## config.mk

```make
export PLATFORM = sky130hd
export DESIGN_NAME = led_serial_port
export DESIGN_NICKNAME = d
export VERILOG_FILES = /design/src/rtl/led_serial_port.sv
export SDC_FILE = /design/constraint.sdc
export NUM_CORES = 1
export LEC_CHECK = 0
export ABC_AREA = 1
export BUFFER_PORTS_ARGS = -buffer_cell sky130_fd_sc_hd__buf_2
export CAP_MARGIN = 25
export CORE_MARGIN = 2
export CORE_UTILIZATION = 57
export DETAILED_ROUTE_END_ITERATION = 8
export GPL_ROUTABILITY_DRIVEN = 0
export PLACE_DENSITY = 0.8
export SLEW_MARGIN = 20
export SYNTH_ARGS = -nofsm -noshare
export SYNTH_HDL_FRONTEND = slang
export SYNTH_SLANG_ARGS = --single-unit
```

## constraint.sdc

```tcl
create_clock -name clk -period 1.74 [get_ports clk]
set_input_delay 0.522 -clock clk [delete_from_list [all_inputs] [get_ports clk]]
set_output_delay 0.522 -clock clk [all_outputs]
set_load 0.01 [all_outputs]
```

## src/rtl/led_serial_port.sv

```systemverilog
module led_serial_port #(
  parameter int CHANNELS = 16,
  parameter int DC_W     = 6,
  parameter int GS_W     = 12
) (
  input  logic                     clk,
  input  logic                     rst_n,
  input  logic                     mode,
  input  logic                     sin,
  input  logic                     shift_en,
  input  logic                     latch,
  input  logic [CHANNELS-1:0]      fault_in,
  output logic                     sout,
  output logic [CHANNELS*DC_W-1:0] dc_data,
  output logic [CHANNELS*GS_W-1:0] gs_data
);
  localparam int DC_LEN = CHANNELS * DC_W;
  localparam int GS_LEN = CHANNELS * GS_W;
  localparam int PAD    = GS_LEN - CHANNELS;

  logic [GS_LEN-1:0] sr;
  logic              latch_q;
  logic              mode_q;
  logic              load_status;

  assign load_status = latch_q && !latch && !mode_q;
  assign sout        = mode ? sr[DC_LEN-1] : sr[GS_LEN-1];

  always_ff @(posedge clk or negedge rst_n) begin
    if (!rst_n) begin
      latch_q <= 1'b0;
      mode_q  <= 1'b0;
    end else begin
      latch_q <= latch;
      if (latch) mode_q <= mode;
    end
  end

  always_ff @(posedge clk or negedge rst_n) begin
    if (!rst_n)
      sr <= '0;
    else if (load_status)
      sr <= {fault_in, {PAD{1'b0}}};
    else if (shift_en)
      sr <= {sr[GS_LEN-2:0], sin};
  end

  always_ff @(posedge clk or negedge rst_n) begin
    if (!rst_n) begin
      dc_data <= '0;
      gs_data <= '0;
    end else if (latch) begin
      if (mode) dc_data <= sr[DC_LEN-1:0];
      else      gs_data <= sr;
    end
  end
endmodule


```

==> results.json, run 1 <==
{
  "vias_per_cell": 5.07,
  "setup_slack_ns": -0.0111,
  "critPathCaptureType": "primary output",
  "num_rows": 67,
  "seqPwrFrac": 0.503,
  "cts_buffers": 47,
  "crit_family": "flip-flops",
  "cts_root_buf": "clkbuf_16",
  "ys_seq_area_frac": 0.615,
  "synth-async-reset-ratio": 1.00,
  "path_clk_slew_ns": 0.06,
  "grt_pass1_wl_um": 73300,
  "p_int_mw": 17.9,
  "power_mw": 23.5,
  "critPathSlowestCell": "dfrtp_1",
  "crit_path_max_fanout": 2,
  "regToRegSetupSlack_ns": 0.46,
  "setup_viol": 1,
  "synth_largest_area_cell": "dfrtp_1",
  "dp_hpwl_um": 29000,
  "synth_ff_type": "dfrtp_1",
  "synth_edf_count": 0,
  "syn_inst": 2205,
  "io_pins": 311,
  "die_area_sq_um": 35900,
  "synthTopCellsByCount": "736 x nand2_1, 482 x dfrtp_1, 370 x inv_1",
  "clock.fmax_mhz": 571,
  "synthToLayoutAreaGrowth_pct": 17.9,
  "startpoint_type": "register",
  "max_stage_delay_ns": 0.42,
  "hp-class": "input pin to register",
  "fin_cells": 2982,
  "dpl_cell_area_sq_um": 21600,
  "yosys_warnings": 0,
  "syn_avg_cell_area_sq_um": 8.90,
  "die_w_um": 190,
  "htree_levels": 2,
  "fin_crit_ns": 1.75,
  "tns_ns": -0.0111,
  "synthesis.area_sq_um": 19600,
  "grt.busiest_layer": "met2",
  "clock_path_buffers": 3,
  "peakVddDrop_uv": 732,
  "cp.required_ns": 1.22,
  "post-place-cells": 2895,
  "max_slew_margin": 0.666,
  "grt_max_degree": 73,
  "drt_iter0_drc": 1054,
  "routed_wirelength_um": 44100,
  "finalHoldViolations": 0,
  "slew_viol_final": 0,
  "finClkSkew_ns": 0.0121,
  "multiInputGateArea_sq_um": 5250,
  "num_vias": 15100,
  "post_route_cells_drive_above_1_share": 0.183,
  "grt.total_usage": 0.250,
  "synth_cell_type_count": 18,
  "min_period_over_period": 1.01,
  "io_buffer_count": 310,
  "synth_top_area_share": 0.615,
  "violations": "setup timing",
  "antenna_found_initial": 0,
  "syn_nets": 2227,
  "fin_area_sq_um": 23100,
  "crit_arrival_ns": 1.23,
  "p_clk_frac": 0.423,
  "ant_nets": 0,
  "grtUsageMet2": 0.423,
  "maxCapViolCount": 0,
  "cp_cell_sequence": "nand2_1 -> o21ai_1 -> buf_2",
  "tightest_slew_ns": 0.501,
  "p_leak_nw": 12.9,
  "cp_num_buf_inv": 1,
  "drc": 0,
  "p_per_area_nw_per_um2": 1020,
  "utilization": 0.687,
  "ys_ff_latch": 482,
  "num-nets-final": 2521,
  "sw_frac_of_total": 0.238,
  "p_comb_frac": 0.073,
  "p_sw_mw": 5.61,
  "cts_tree": "done",
  "rsz0062_at_grt": "true",
  "seqCellArea_sq_um": 12100,
  "core-area_sq_um": 33700,
  "status": "finished with violations",
  "grt_pass1_vias": 14800,
  "diodes": 0,
  "critPathKind": "register to primary output",
  "cts_sinks": 482,
  "gr-total-overflow": 0,
  "clock_latency_ns": 0.55,
  "nFillCells": 2553,
  "wire_per_inst_um": 14.8,
  "first_pass_iters": 7,
  "die_h_um": 190,
  "use_met1": 0.331,
  "synth.most_common_cell": "nand2_1",
  "synth.area.top_cells": "dfrtp_1 61%, nand2_1 14%, inv_1 7.1%",
  "grt_use_met3": 0.0380,
  "initial_core_util": 0.582
}
## layer usage
metal,wire (um),part of all wire
met3,2390,0.054
met5,0,0
met4,1490,0.034
met2,22000,0.50
met1,18300,0.41
## kinds of logic after synthesis
logic type             Yosys count  synth area share
AOI/OAI and AO/OA              450             0.116
buffers and inverters          501             0.119
and+or+nand+nor                772             0.151
DFF                            482             0.615
## worst paths after layout
path                               from            to  depth (start not counted)
max                              sr[95]          sout                          3
min                               latch       latch_q                          1
max reg2reg                      mode_q        sr[49]                          5
min reg2reg                gs_data[180]  gs_data[180]                          2
max in group asynchronous         rst_n        sr[83]                          3
min in group asynchronous         rst_n    gs_data[8]                          2
## layout by cell type, fill, tap and decap left out
cell type and instances:
nand2_1 735, dfrtp_1 482, inv_1 369, buf_2 308, o21ai_1 269, o21ai_0 175
clkbuf_16 49, buf_4 41, nand3_1 32, buf_12 22, clkinv_2 13, clkbuf_8 12
clkbuf_1 7, o21ai_2 6, inv_2 2, nor2_4 2, buf_8 2, nand2_8 1
nand2_4 1, inv_8 1, nor2_1 1, clkinv_4 1, bufinv_16 1, clkinvlp_4 1
dlygate4sd3_1 1
## cell type report
class / instances / area share
Multi-Input combinational cell: 1222 / 0.227
Inverter: 372 / 0.0607
Clock inverter: 16 / 0.00481
Sequential cell: 482 / 0.521
Timing Repair Buffer: 374 / 0.101
Clock buffer: 68 / 0.0613
Tap cell: 448 / 0.0242
## power groups by stage
stage	combinational [mW]	clock (mW)	sequential, mW
after floorplan	0.868	0	12.1
after global placement	1.67	0	12.0
after detailed placement	1.73	0	12.0
after CTS	1.75	10.1	11.8
after global routing	1.95	10.6	11.9
final	1.72	9.96	11.8
## state kept, by name (all words and copies together), names as in the netlist
signal,cells
gs_data,192
sr,192
dc_data,96
latch_q,1
mode_q,1
## per-stage QoR
stage	worst slack [ns]	hold WS, ns
6_report	-0.0111	0.175
5_1_grt	-0.0566	0.159
4_1_cts	-0.0513	0.150
3_5_place_dp	0.0305	0.417
3_3_place_gp	0.0957	0.417
2_1_floorplan	0.296	0.226
## repair_timing
item                                   4_1_cts  5_1_grt
setup endpoints to repair                    1        1
buffers inserted                             1        1
resized for setup                            1        1
hold buffers                                 1        0
endpoints found under the hold margin       14        0
pin swaps                                    1        1
Note: power is estimated with default switching activity, not from simulation.
==> inputs of run 2 (changes only) <==
==> constraint.sdc (replaced) <==
create_clock -name clk -period 1.74 [get_ports clk]
set_input_delay 0.348 -clock clk [delete_from_list [all_inputs] [get_ports clk]]
set_output_delay 0.348 -clock clk [all_outputs]
set_load 0.01 [all_outputs]
==> run 2 against run 1 <==
The flow now finishes without violations. Global-route usage is 0.43 points lower. Die area stayed put. Clock-buffer cell count is 7 higher. Clock skew is 0.0013 ns lower. First-iteration DRC count is 0.47% lower. Combinational power is 2% lower. Via count is 1.9% lower. Register-to-register slack hardly changed. Setup slack better by 0.14 ns. Largest power group unchanged. Highest routed layer unchanged.
==> results.json, run 2 (synthesis gave the netlist of run 1 again) <==
{
  "wire_per_inst_um": 14.5,
  "final_common_cell": "nand2_1",
  "reg_top3": "gs_data x192, sr x192, dc_data x96",
  "cts_tree": "done",
  "rsz0062_at_grt": "false",
  "num_vias": 14800,
  "crit_path_max_fanout": 3,
  "dpl_cell_area_sq_um": 21500,
  "die_w_um": 190,
  "setup_slack_ns": 0.124,
  "multiInputGateArea_sq_um": 5250,
  "io_buffer_count": 310,
  "path_clk_slew_ns": 0.06,
  "critPathCaptureType": "primary output",
  "peakVddDrop_uv": 910,
  "vias_per_cell": 4.99,
  "fin_area_sq_um": 23100,
  "die_h_um": 190,
  "top_layer_used": "met4",
  "post_route_cells_drive_above_1_share": 0.176,
  "power_mw": 23.8,
  "grt.total_usage": 0.246,
  "gr-total-overflow": 0,
  "fin_crit_ns": 1.62,
  "cts_setup_buffers": 0,
  "startpoint_type": "register",
  "met3_length_um": 2180,
  "seqCellArea_sq_um": 12100,
  "p_per_area_nw_per_um2": 1030,
  "slew_viol_final": 0,
  "critPathKind": "register to primary output",
  "num_rows": 67,
  "diodes": 0,
  "antenna_found_initial": 0,
  "cp.required_ns": 1.39,
  "dp_hpwl_um": 28700,
  "clock_path_buffers": 3,
  "tightest_slew_ns": 0.567,
  "utilization": 0.685,
  "die_area_sq_um": 35900,
  "regToRegSetupSlack_ns": 0.45,
  "num-nets-final": 2512,
  "drt-met1-wl_um": 18400,
  "ant_nets": 0,
  "grt_max_degree": 139,
  "fin_cells": 2971,
  "io_pins": 311,
  "initial_core_util": 0.582,
  "htree_levels": 2,
  "max_slew_margin": 0.622,
  "layout_common_cells": "735 x nand2_1, 482 x dfrtp_1, 370 x inv_1",
  "clock_latency_ns": 0.55,
  "drt_iter0_drc": 1049,
  "dp_slack_ns": 0.212,
  "clock.fmax_mhz": 619,
  "nFillCells": 2587,
  "status": "complete, no violations",
  "cts_buffers": 47,
  "hp-class": "input pin to register",
  "synthToLayoutAreaGrowth_pct": 17.6,
  "setup_viol": 0,
  "finClkSkew_ns": 0.0108,
  "routed_wirelength_um": 43100,
  "min_period_over_period": 0.929,
  "first_pass_iters": 5,
  "crit_arrival_ns": 1.27,
  "fin_hold_ws_ns": 0.105,
  "core-area_sq_um": 33700,
  "cts_root_buf": "clkbuf_16",
  "dr_wl_met2_um": 21500,
  "drc": 0,
  "grt_pass1_wl_um": 71800,
  "maxCapViolCount": 0,
  "tns_ns": 0,
  "cts_sinks": 482,
  "post-place-cells": 2887,
  "grt_pass1_vias": 14600,
  "p_leak_nw": 12.8,
  "finalHoldViolations": 0
}
==> run 2: layout make-up <==
| cell class | count | share of cell area |
|---|---|---|
| clock buffers | 75 | 0.0634 |
| inverters | 372 | 0.0608 |
| clock inverters | 7 | 0.00477 |
| flip-flops and latches | 482 | 0.523 |
| well taps | 448 | 0.0243 |
| repair buffers | 365 | 0.0965 |
| multi-input cells | 1222 | 0.228 |
==> run 2: path summary, 6_finish.rpt <==
| check | from | end | cells past startpoint |
|---|---|---|---|
| min in group asynchronous | rst_n | sr[7] | 2 |
| worst max-delay path | sr[95] | sout | 3 |
| worst min register to register | gs_data[176] | gs_data[176] | 2 |
| max in group asynchronous | rst_n | gs_data[130] | 3 |
| worst max register to register | mode_q | sr[46] | 5 |
| worst min-delay path | fault_in[11] | sr[187] | 5 |
==> run 2: what timing repair did <==
action,CTS,global route
resized for setup,0,0
hold buffers,2,0
hold endpoints to repair,16,0
==> run 2: where the power goes <==
group / switching [mW] / total, mW / internal [mW]
clock network: 4.13 / 10.3 / 6.17
registers: 0.259 / 11.8 / 11.6
logic: 1.15 / 1.68 / 0.528
total: 5.54 / 23.8 / 18.3
==> run 2: layer usage <==
| layer | track usage | up-vias |
|---|---|---|
| met1 | 0.330 | 7087 |
| li1 | - | 7274 |
| met3 | 0.0410 | 81 |
| met2 | 0.414 | 393 |
| met5 | 0 | - |
| met4 | 0.0742 | 0 |
==> run 2: worst max-delay path, cell delays in order (launching register included) <==
cell     delay (ns)
dfrtp_1        0.43
nand2_1        0.07
o21ai_0        0.07
buf_2          0.14
